===== src/rtl/sysrst_pkg.sv =====
package sysrst_pkg;

    // cause flag positions (software visible order)
    localparam int unsigned SRC_N       = 5;
    localparam int unsigned SRC_SW      = 0;
    localparam int unsigned SRC_LOCKUP  = 1;
    localparam int unsigned SRC_CLKLOSS = 2;
    localparam int unsigned SRC_PROG    = 3;
    localparam int unsigned SRC_DBG     = 4;

    typedef logic [SRC_N-1:0] src_vec_t;

    // asynchronous input lanes that share the synchroniser bank
    localparam int unsigned ASYNC_N     = 6;
    localparam int unsigned AI_LOCKUP   = 0;
    localparam int unsigned AI_CLKLOSS  = 1;
    localparam int unsigned AI_PROG_EN  = 2;
    localparam int unsigned AI_PROG_CMD = 3;
    localparam int unsigned AI_DBG_SYS  = 4;
    localparam int unsigned AI_DBG_HOLD = 5;

    typedef logic [ASYNC_N-1:0] async_vec_t;

    // top-level registered state
    typedef struct packed {
        logic dbg_rst;
        logic core_hold;
    } top_state_t;

endpackage


===== src/rtl/sysrst_sync.sv =====
module sysrst_sync #(
    parameter int unsigned STAGES = 2
) (
    input  logic clk,
    input  logic por_n,
    input  logic d_in,
    output logic q_out
);

    localparam int unsigned LAST = STAGES - 1;

    logic [STAGES-1:0] chain_d, chain_q;

    always_comb begin
        chain_d = {chain_q[LAST-1:0], d_in};
    end

    always_ff @(posedge clk or negedge por_n) begin
        if (!por_n) chain_q <= '0;
        else        chain_q <= chain_d;
    end

    assign q_out = chain_q[LAST];

endmodule


===== src/rtl/sysrst_stretch.sv =====
module sysrst_stretch #(
    parameter int unsigned CYCLES = 16
) (
    input  logic clk,
    input  logic por_n,
    input  logic req,
    output logic active
);

    localparam int unsigned CW = (CYCLES > 2) ? $clog2(CYCLES) : 1;
    localparam logic [CW-1:0] LOAD = CW'(CYCLES - 1);

    typedef struct packed {
        logic          active;
        logic [CW-1:0] cnt;
    } stretch_t;

    stretch_t st_d, st_q;

    always_comb begin
        st_d = st_q;
        if (req) begin
            st_d.active = 1'b1;
            st_d.cnt    = LOAD;
        end else if (st_q.active) begin
            if (st_q.cnt == '0) st_d.active = 1'b0;
            else                st_d.cnt    = st_q.cnt - 1'b1;
        end
    end

    always_ff @(posedge clk or negedge por_n) begin
        if (!por_n) st_q <= '{active: 1'b1, cnt: LOAD};
        else        st_q <= st_d;
    end

    assign active = st_q.active;

    AST_REQ_HOLDS_RESET: assert property (@(posedge clk) disable iff (!por_n)
        req |=> st_q.active);
    AST_NO_EARLY_RELEASE: assert property (@(posedge clk) disable iff (!por_n)
        (st_q.active && !req && st_q.cnt != '0) |=> st_q.active);

endmodule


===== src/rtl/sysrst_status.sv =====
module sysrst_status
    import sysrst_pkg::*;
(
    input  logic     clk,
    input  logic     por_n,
    input  src_vec_t req_vec,
    input  logic     sys_active,
    output src_vec_t flags
);

    src_vec_t flags_d, flags_q;

    always_comb begin
        flags_d = flags_q;
        if (|req_vec) begin
            if (sys_active) flags_d = flags_q | req_vec;
            else            flags_d = req_vec;
        end
    end

    always_ff @(posedge clk or negedge por_n) begin
        if (!por_n) flags_q <= '0;
        else        flags_q <= flags_d;
    end

    assign flags = flags_q;

    AST_NEW_EVENT_CLEARS: assert property (@(posedge clk) disable iff (!por_n)
        (!sys_active && |req_vec) |=> ((flags_q & ~$past(req_vec)) == '0));
    AST_FLAGS_STICKY: assert property (@(posedge clk) disable iff (!por_n)
        !(|req_vec) |=> $stable(flags_q));

endmodule


===== src/rtl/sysrst_ctrl.sv =====
module sysrst_ctrl
    import sysrst_pkg::*;
#(
    parameter int unsigned         SYNC_STAGES    = 2,
    parameter int unsigned         STRETCH_CYCLES = 16,
    parameter int unsigned         KEY_W          = 16,
    parameter logic [KEY_W-1:0]    SW_KEY         = KEY_W'(16'h05FA)
) (
    input  logic             clk,
    input  logic             por_n,
    input  logic             sw_req,
    input  logic [KEY_W-1:0] sw_key,
    input  logic             lockup_in,
    input  logic             clk_loss_in,
    input  logic             prog_en_in,
    input  logic             prog_cmd_in,
    input  logic             dbg_sys_in,
    input  logic             dbg_hold_in,
    output logic             sys_rst,
    output logic             core_rst,
    output logic             dbg_rst,
    output logic [SRC_N-1:0] rst_cause
);

    async_vec_t async_raw, async_s;
    src_vec_t   req_vec;
    logic       sys_active;
    logic       hold_s;
    top_state_t st_d, st_q;

    always_comb begin
        async_raw              = '0;
        async_raw[AI_LOCKUP]   = lockup_in;
        async_raw[AI_CLKLOSS]  = clk_loss_in;
        async_raw[AI_PROG_EN]  = prog_en_in;
        async_raw[AI_PROG_CMD] = prog_cmd_in;
        async_raw[AI_DBG_SYS]  = dbg_sys_in;
        async_raw[AI_DBG_HOLD] = dbg_hold_in;
    end

    for (genvar g = 0; g < ASYNC_N; g++) begin : g_sync
        sysrst_sync #(.STAGES(SYNC_STAGES)) u_sync (
            .clk   (clk),
            .por_n (por_n),
            .d_in  (async_raw[g]),
            .q_out (async_s[g])
        );
    end

    assign hold_s = async_s[AI_DBG_HOLD];

    always_comb begin
        req_vec              = '0;
        req_vec[SRC_SW]      = sw_req && (sw_key == SW_KEY);
        req_vec[SRC_LOCKUP]  = async_s[AI_LOCKUP];
        req_vec[SRC_CLKLOSS] = async_s[AI_CLKLOSS];
        req_vec[SRC_PROG]    = async_s[AI_PROG_CMD] && async_s[AI_PROG_EN];
        req_vec[SRC_DBG]     = async_s[AI_DBG_SYS];
    end

    sysrst_stretch #(.CYCLES(STRETCH_CYCLES)) u_stretch (
        .clk    (clk),
        .por_n  (por_n),
        .req    (|req_vec),
        .active (sys_active)
    );

    sysrst_status u_status (
        .clk        (clk),
        .por_n      (por_n),
        .req_vec    (req_vec),
        .sys_active (sys_active),
        .flags      (rst_cause)
    );

    always_comb begin
        st_d         = st_q;
        st_d.dbg_rst = 1'b0;
        if (!hold_s)         st_d.core_hold = 1'b0;
        else if (sys_active) st_d.core_hold = 1'b1;
    end

    always_ff @(posedge clk or negedge por_n) begin
        if (!por_n) st_q <= '{dbg_rst: 1'b1, core_hold: 1'b0};
        else        st_q <= st_d;
    end

    assign sys_rst  = sys_active;
    assign core_rst = sys_active | st_q.core_hold;
    assign dbg_rst  = st_q.dbg_rst;

    AST_CORE_COVERS_SYS: assert property (@(posedge clk) disable iff (!por_n)
        sys_active |-> core_rst);
    AST_DBG_UNTOUCHED: assert property (@(posedge clk) disable iff (!por_n)
        !st_q.dbg_rst |=> !st_q.dbg_rst);
    AST_HOLD_KEEPS_CORE: assert property (@(posedge clk) disable iff (!por_n)
        (st_q.core_hold && hold_s) |=> core_rst);
    AST_NO_HOLD_OUTSIDE: assert property (@(posedge clk) disable iff (!por_n)
        (!sys_active && !st_q.core_hold) |=> (!st_q.core_hold));

endmodule


===== config.mk =====
export PLATFORM = sky130hd
export DESIGN_NAME = sysrst_ctrl
export DESIGN_NICKNAME = d
export VERILOG_FILES = /design/src/rtl/sysrst_pkg.sv /design/src/rtl/sysrst_sync.sv /design/src/rtl/sysrst_stretch.sv /design/src/rtl/sysrst_status.sv /design/src/rtl/sysrst_ctrl.sv
export SDC_FILE = /design/constraint.sdc
export NUM_CORES = 1
export LEC_CHECK = 0
export BUFFER_PORTS_ARGS = -buffer_cell sky130_fd_sc_hd__buf_2
export CAP_MARGIN = 20
export CORE_MARGIN = 4
export CORE_UTILIZATION = 50
export DETAILED_ROUTE_END_ITERATION = 10
export PLACE_DENSITY = 0.87
export SYNTH_ARGS = -nofsm -noshare
export SYNTH_HDL_FRONTEND = slang
export SYNTH_SLANG_ARGS = --single-unit

===== constraint.sdc =====
create_clock -name clk -period 3.9 [get_ports clk]
set_clock_uncertainty 0.05 [all_clocks]
set_input_delay 0.585 -clock clk [delete_from_list [all_inputs] [get_ports clk]]
set_output_delay 0.585 -clock clk [all_outputs]
set_load 0.05 [all_outputs]

==> results of run 1 <==
==> area by class of cell <==
class / instances / area, µm² / area share (%)
flip-flops and latches: 24 / 608 / 52.7
inverters: 3 / 11.3 / 0.976
repair buffers: 32 / 160 / 13.9
multi-input cells: 41 / 307 / 26.6
well taps: 25 / 31.3 / 2.71
clock buffers: 4 / 36.3 / 3.15
==> layer usage <==
| metal | up-vias | global-route usage, % | wire length (µm) |
|---|---|---|---|
| met1 | 337 | 15.7 | 699 |
| met4 | 0 | 10.3 | 44 |
| met2 | 37 | 25.8 | 814 |
| met5 | - | 0 | 0 |
| li1 | 323 | - | - |
| met3 | 6 | 3.79 | 211 |
==> registers in the layout (all words and copies together) (netlist names) <==
| signal | cells |
|---|---|
| st_q | 1 |
| u_stretch.st_q | 4 |
| u_stretch.active | 1 |
| dbg_rst | 1 |
| u_status.flags | 5 |
| g_sync.u_sync.chain_q | 12 |
==> kinds of logic (layout without fill, tap and decap cells) <==
kind of cell	count (synthesis)	in the layout
AOI/OAI and AO/OA	11	11
adders and majority gates	2	2
muxes	1	1
other	1	1
and+or+nand+nor	26	26
buffers and inverters	3	39
DFF	24	24
==> cells in the mapped netlist <==
cell type,number
sky130_fd_sc_hd__a2111oi_4,1
sky130_fd_sc_hd__a211oi_1,1
sky130_fd_sc_hd__a21o_1,1
sky130_fd_sc_hd__a21oi_1,1
sky130_fd_sc_hd__a31o_1,2
sky130_fd_sc_hd__a32o_1,1
sky130_fd_sc_hd__and2_1,2
sky130_fd_sc_hd__conb_1,1
sky130_fd_sc_hd__dfrtp_1,18
sky130_fd_sc_hd__dfstp_2,6
sky130_fd_sc_hd__ha_1,2
sky130_fd_sc_hd__inv_1,3
sky130_fd_sc_hd__mux2i_1,1
sky130_fd_sc_hd__nand2_1,4
sky130_fd_sc_hd__nand2b_1,1
sky130_fd_sc_hd__nand3_1,4
sky130_fd_sc_hd__nand3b_1,1
sky130_fd_sc_hd__nand4_1,3
sky130_fd_sc_hd__nor3_1,2
sky130_fd_sc_hd__nor3b_1,2
sky130_fd_sc_hd__nor4b_1,3
sky130_fd_sc_hd__nor4bb_1,1
sky130_fd_sc_hd__o2111ai_1,1
sky130_fd_sc_hd__o21a_1,2
sky130_fd_sc_hd__o21ai_1,1
sky130_fd_sc_hd__or2_1,1
sky130_fd_sc_hd__or2_2,1
sky130_fd_sc_hd__or4b_1,1
==> worst max-delay path by stage <==
stage,startpoint,end,slack [ns]
6_report,u_stretch.active,core_rst,1.94
5_1_grt,u_stretch.active,core_rst,1.87
4_1_cts,u_stretch.active,core_rst,1.93
2_1_floorplan,u_stretch.active,core_rst,2.10
3_3_place_gp,sw_key[7],u_status.flags[3],2.22
3_5_place_dp,sw_key[11],u_status.flags[3],2.20
==> cells in the final DEF (no fill, tap or decap), types with 3 or more instances in the layout <==
cell and n:
sky130_fd_sc_hd__inv_1 3, sky130_fd_sc_hd__clkbuf_4 3, sky130_fd_sc_hd__nor4b_1 3, sky130_fd_sc_hd__buf_2 32, sky130_fd_sc_hd__nand2_1 4, sky130_fd_sc_hd__dfrtp_1 18
sky130_fd_sc_hd__nand4_1 3, sky130_fd_sc_hd__nand3_1 4, sky130_fd_sc_hd__dfstp_2 6
==> power groups by stage <==
| stage | Sequential, mW | Combinational [mW] | Clock [mW] |
|---|---|---|---|
| floorplan | 0.268 | 0.00576 | 0 |
| finish | 0.263 | 0.0259 | 0.127 |
| global placement | 0.267 | 0.0251 | 0 |
| CTS | 0.263 | 0.0265 | 0.131 |
| global route | 0.264 | 0.0292 | 0.142 |
| detailed placement | 0.267 | 0.0264 | 0 |
==> results by stage, run 1 <==
Clocking:
- The H-tree depth is 1.
- Clock-pin slew was measured on the worst setup and hold paths at 0.12 ns.
- CTS placed an instance of sky130_fd_sc_hd__clkbuf_4 at the clock tree root.
- No sink is reached through more buffers than the 2 on the longest clock path.
- The clock insertion delay at the later pin of the skew report is 0.31 ns.
- Buffers added to address setup during post-CTS repair amount to 0.
- Clock tree synthesis inserted a total of 3 buffers.
- For this design, the sink count on the clock tree is 24.
- The clock tree from TritonCTS is yes.
- After clock tree synthesis, the repair step resized 0 gates.
- Hold repair after CTS inserted 0 buffers.

STA:
- The setup slack after layout is slightly below 2 ns.
- For the finished layout, the period the worst path requires is 1.96 ns.
- Across all hold checks on the routed design, the worst slack comes to 0.164 ns.
- After routing, the total negative slack on setup checks comes to 0 ns.
- The post-route fraction of the period consumed by the critical path is approximately 50%.
- Setup repair after global routing left no endpoint under its margin.
- The number of hold violations in the final report is 0.
- Static timing analysis puts the maximum clock frequency at 511 MHz.
- Setup violations remaining at the end of the flow were counted as 0.
- The number of pins with negative max-slew slack in the final report was 0.

Worst setup path:
- STA puts the critical path data required time at 3.26 ns.
- The setup check on the worst reg-to-reg path leaves a slack of 2.37 ns.
- The instance count on the critical path is 2.
- At the worst endpoint, the arrival time is 1.32 ns.
- The path depth of the worst reg2reg path is 4.
- The endpoint identified for the worst register-to-register timing path is u_stretch.st_q[3].
- STA classifies the critical path startpoint as a flip-flop.
- The worst stage delay on the critical path is 0.61 ns.
- In this design, the largest share of critical-path delay is due to flip-flops.
- The critical path is of the reg -> out type.
- The cell with the biggest individual delay on the critical path is sky130_fd_sc_hd__dfstp_2.
- The biggest fanout along the worst timing path is 8.
- The signal on the critical path passes through or2_1 -> buf_2.
- Counting both buffers and inverters, the worst setup path holds a total of 1.
- STA classifies the critical path endpoint as an output pin.
- The startpoint identified for the worst register-to-register timing path is u_stretch.active.

Drt:
- The number of optimization iterations in the first detailed-route pass is 4.
- For this block, the via count after detailed routing is 703.
- The routed wire length per instance is 13.7 µm.
- The detailed router finished its first iteration with 9 violations.
- In the routed design, unresolved DRC markers number 0.
- The routed wire length is 1770 µm.
- In the routed layout, each cell is associated on average with a via count of 5.45.
- The count of nets left with antenna violations once routing finished came out at 0.

Cells and area:
- The post-route netlist has 42.3% of its cells at a drive strength greater than 1.
- After the last flow step, the layout net total stands at about 130.
- The finished cells cover 1150 µm².
- Leaving out filler cells and counting taps, the final layout contains 129.
- From synthesis to final layout, the design area changed by 24.6%.
- Cells fill 66.1% of the core in the end.
- The count of antenna diodes in the layout is 0.
- The filler cells instantiated in the layout total about 130.

Floorplanning:
- The initial utilization of the core area, before any placement, comes to roughly 53%.
- The overall die area is 2600 µm².
- In this run the horizontal extent of the chip is 51.0 µm.
- The vertical die dimension is 51.0 µm.
- The cell row count is 15.
- The standard cell core area is 1750 µm².
- In this run the count of I/O pins placed on the die edge is 33.

Global routing:
- The initial antenna violation count is 0.
- Entering global routing, the biggest net connects 25 pins.
- Across every metal layer, demand over resource in global routing totals 14.9%.
- The global route total overflow is 0.
- The global-route wire length before repair is 2850 µm.
- The number of global-route vias before repair was between 700 and 800.

Placement:
- The final weighted congestion in routability-driven placement is about 0.76.
- The detailed-placement wirelength estimate is about 1400 µm.
- The number of placed cells counting well taps is 125.
- The worst setup timing slack at the placement stage is 2.20 ns.
- The cell area after placement is 1120 µm².
- During placement, the flow inserted port buffers numbering 32.

Synthesis:
- The mux contribution to synthesized area is 1.08%.
- By area the synthesized netlist is led by sky130_fd_sc_hd__dfrtp_1, sky130_fd_sc_hd__dfstp_2, sky130_fd_sc_hd__a2111oi_4.
- The post-synthesis cell type with the largest combined area is sky130_fd_sc_hd__dfrtp_1.
- The gate count after technology mapping is 68.
- The distinct cell type count after synthesis is 28.
- The synthesized netlist devotes ~11% of its cell area to compound gates.
- Averaged over all synthesized cells, the footprint is 13.6 µm².
- Synthesis inferred 24 register bits.
- The top-area cell type share of the netlist area is 48.6%.
- The xor-xnor portion of the synthesized cell area is 0%.
- Of the synthesized area, sequential elements account for 65.7%.
- After synthesis, the largest family of logic cells by area is simple AND/OR/NAND/NOR gates.
- The simple-gate share of the synthesized area is roughly 18%.
- The total of warnings raised by yosys is 0.
- Summing every instance area after synthesis gives around 900 µm².
- Summing the areas of all fa, ha and maj instances in the mapped netlist gives 2.70% of the synthesized area.
- The number of nets in the synthesized netlist is 95.

Pwr:
- Registers are responsible for 63.2% of the overall power.
- The design draws approximately 420 µW.
- For this design the total switching power over the nets is 88.1 µW.
- The switching portion of total power is 21.2%.
- The power density of the placed cells is 360 nW/µm².
- For this design the static power due to leakage is approximately 0.50 nW.
- Across the VDD grid, the largest voltage drop is approximately 0.26 mV.
- The portion of total power attributed to the clock network is 30.6%.
- The relative contribution of combinational cells to total power is 6.2%.
- Internal power comes to 327 µW.

Job:
- Across the run, the number of max-cap violations was 0.

Min path:
- The path class of the tightest hold or removal check is in -> async.

Run status:
- The run finished with clean final reports.
(Power assumes the default switching activity.)
==> run 2: changes to the inputs <==
--- a/config.mk
+++ b/config.mk
@@ -8,9 +8,9 @@
 export BUFFER_PORTS_ARGS = -buffer_cell sky130_fd_sc_hd__buf_2
 export CAP_MARGIN = 20
 export CORE_MARGIN = 4
-export CORE_UTILIZATION = 50
+export CORE_UTILIZATION = 47
 export DETAILED_ROUTE_END_ITERATION = 10
-export PLACE_DENSITY = 0.87
+export PLACE_DENSITY = 0.83
 export SYNTH_ARGS = -nofsm -noshare
 export SYNTH_HDL_FRONTEND = slang
 export SYNTH_SLANG_ARGS = --single-unit
==> constraint.sdc (replaced) <==
create_clock -name clk -period 1.96 [get_ports clk]
set_clock_uncertainty 0.05 [all_clocks]
set_input_delay 0.294 -clock clk [delete_from_list [all_inputs] [get_ports clk]]
set_output_delay 0.294 -clock clk [all_outputs]
set_load 0.05 [all_outputs]
==> run 2 against run 1 <==
Effect of this change: first-iteration DRC count increased by 89%; critical path type unchanged; via count decreased by 3.1%; sequential share of layout area decreased by 0.45 points; global-route usage decreased by 1.5 points; setup slack got worse by 1.6 ns; combinational power increased by 100%; non-clock buffer count increased by 1; critical path depth unchanged; clock power increased by 91%; routed wire length decreased by 3.1%; register-to-register slack got worse by 2.0 ns; critical endpoint unchanged; utilization decreased by 1.5 points.
==> results by stage, run 2 (same netlist as run 1, synthesis figures left out) <==
Global routing:
- The number of global-route vias before repair was 683.
- Entering global routing, the biggest net connects 25 pins.
- The initial antenna violation count came to 0.
- The global-route wire length before repair is 2700 µm.
- The overall track demand over capacity in global routing is between 10% and 20%.
- The global route total overflow is 0.

Cells and area:
- The register with the most flip-flops is g_sync.u_sync.chain_q.
- Of the cells placed in the final design, the portion with a size suffix greater than 1 is a little over two fifths.
- Leaving out fill and tap cells, the most frequent cell in the layout is sky130_fd_sc_hd__buf_2.
- The count of antenna diodes in the layout is 0.
- The number of nets in the layout is 133.
- Fill cells in the final layout number around 150.
- Once layout is complete, the cells apart from fillers number 130.
- The layout overhead on the synthesized area is 25.7%.
- The register with the most flip-flops in the layout has 12 of them.
- Leaving out fill and tap cells, the most frequent cells in the layout are sky130_fd_sc_hd__buf_2, sky130_fd_sc_hd__dfrtp_1, sky130_fd_sc_hd__dfstp_2.

Clocking:
- The tree is rooted in a sky130_fd_sc_hd__clkbuf_4.
- The H-tree depth is 1.
- The number of CTS-inserted buffers is 3.
- TritonCTS built the clock tree.
- The number of buffers between clock root and the deepest sink is 2.
- In this run the post-CTS setup repair buffer count came out at 0.
- The number of clock sinks is 24.
- Clock-pin slew was measured on the worst setup and hold paths at 0.12 ns.
- For the worst-skew pair, the clock arrives at the later sink with an insertion delay of 0.30 ns.

Placement:
- Port buffering added 32 buffers.
- The worst setup timing slack at the placement stage is 0.427 ns.
- The final weighted congestion in routability-driven placement is 0.792.
- The detailed-placement wirelength estimate is 1380 µm.
- After detailed placement, the design holds a cell count of 125.

Min path:
- In this run the most critical hold path is launched from dbg_hold_in.
- The min-delay analysis places its worst path in the category in -> reg.
- The worst-case hold path end point is g_sync[5].u_sync.chain_q[0].
- The instance count along the most critical hold path is 1.

Drt:
- The total via count in the routed design is 681.
- The routed wire length is 1720 µm.
- The number of remaining DRC errors is 0.
- The number of violations reported at the end of detailed-routing iteration 0 is 17.
- The first detailed-routing pass ran for 4 iterations.
- In this run the remaining antenna-violating nets after routing total 0.
- The via density per instance is 5.24.
- After detailed routing, the average wire length per cell comes to 13.2 µm.

Worst setup path:
- The critical path goes through or2_1 -> buf_2.
- The data arrival time of the critical path is 1.31 ns.
- The most critical setup path has its startpoint at u_stretch.active.
- The worst stage delay on the critical path is 0.61 ns.
- The largest individual stage delay along the critical path comes from the cell sky130_fd_sc_hd__dfstp_2.
- The type of the worst setup path is reg -> out.
- The worst register-to-register path has a depth of 6.
- The internal reg-to-reg setup slack is 0.40 ns.
- The endpoint of the most critical register-to-register path is u_stretch.st_q[1].
- The endpoint class of the critical path is an output pin.
- Data on the critical path is required at its endpoint by around 1.6 ns.
- STA classifies the critical path startpoint as a flip-flop.
- Along the worst path, the maximum fanout reaches 8.
- The cell class contributing the biggest share of worst-path delay is flip-flops.
- The number of buffers and inverters on the critical path is 1.
- The beginning of the worst register-to-register path is u_stretch.st_q[0].

STA:
- Based on the critical path, the design can be clocked at up to 605 MHz.
- Setup total negative slack on the finished layout was measured at 0 ns.
- Setup repair after global routing left no endpoint under its margin.
- Setup violations remaining at the end of the flow were counted as 0.
- The number of hold violations in the final report is 0.
- In the finished design, the share of the clock period the worst path needs comes to 84.4%.
- The number of pins with negative max-slew slack in the final report is 0.
- The final critical delay including setup and external delays is 1.65 ns.
- The setup slack after layout is 0.306 ns.

Pwr:
- The switching portion of total power is 20.3%.
- IR analysis of the VDD net gives a maximum drop of 0.456 mV.
- The share of total power dissipated in combinational logic is under 10%.
- The analysis attributes to net switching a power of 166 µW.
- The portion of total power attributed to the clock network is just under 30%.
- The internal power of the cells totals roughly 650 µW.
- Dividing total power by cell area gives a power density of 703 nW/µm².
- The sequential share of power is between 60% and 70%.
- The total leakage power is 0.505 nW.

Floorplanning:
- The cell row count is 15.
- The die covers 2740 µm².
- The die is 52.4 µm tall.
- The number of primary I/O pins is 33.
- The standard cell core area is between 1500 and 2000 µm².
- The floorplan step set the die width to 52.4 µm.
- Once the floorplan was initialized, standard cells occupied 51.4% of the core.

Run status:
- The run finished with clean final reports.

Job:
- Max-cap violations in this run came to 0.
run 2: cell types whose count changed in the layout (fill, tap and decap cells not counted):
| cell | delta |
|---|---|
| sky130_fd_sc_hd__dlygate4sd3_1 | +1 |
run 2: worst register-to-register path: cells and delay by family, from the launching register on:
kind,cells,cell delay [ns]
multiplexers,1,0.15
adder cells (fa/ha/maj),1,0.22
flip-flops,1,0.57
buffers and inverters,1,0.07
AND/OR/NAND/NOR,2,0.29
AO/OA/AOI/OAI,1,0.13
run 2: layout make-up:
class	count	area (µm²)	share of cell area (%)
clock buffer	4	36.3	3.12
sequential	24	608	52.3
timing repair buffer	33	170	14.6
multi-input combinational	41	307	26.3
tap	25	31.3	2.69
inverter	3	11.3	0.968
run 2: per-stage QoR:
stage	total power [mW]	area [µm²]	hold slack [ns]	utilization (%)
2_1_floorplan	0.545	926	-0.0516	-
3_3_place_gp	0.580	1120	0.233	62.0
3_5_place_dp	0.584	1120	0.234	62.0
4_1_cts	0.829	1160	0.0309	64.6
5_1_grt	0.859	1160	0.0167	64.6
6_report	0.818	1160	0.0409	64.6
run 2: power groups by stage:
stage / clock (mW) / sequential (mW) / combinational [mW]
floorplan: 0 / 0.533 / 0.0115
global placement: 0 / 0.530 / 0.0499
detailed placement: 0 / 0.531 / 0.0527
CTS: 0.252 / 0.522 / 0.0542
global route: 0.275 / 0.524 / 0.0599
finish: 0.243 / 0.522 / 0.0529
run 2: layer usage:
metal  GRT usage, %  wire (µm)  part of all wire, %  vias up
li1               -          -                    -      322
met1           16.1        722                   42      320
met2           22.3        822                   48       37
met3           2.56        155                  9.0        2
met4           7.23         14                 0.82        0
met5              0          0                    0        -
run 2: worst max path at each step:
stage,endpoint,slack (ns),cells after the start
after global routing,core_rst,0.24,2
after detailed placement,u_stretch.st_q[1],0.43,6
after CTS,core_rst,0.29,2
after global placement,u_stretch.st_q[3],0.52,4
after floorplan,u_stretch.st_q[3],0.40,4
final,core_rst,0.31,2
run 2: repair_timing:
item | CTS | global route
gates resized for setup | 0 | 0
setup endpoints to repair | 0 | 0
hold buffers | 1 | 0
endpoints found under the hold margin | 18 | 0
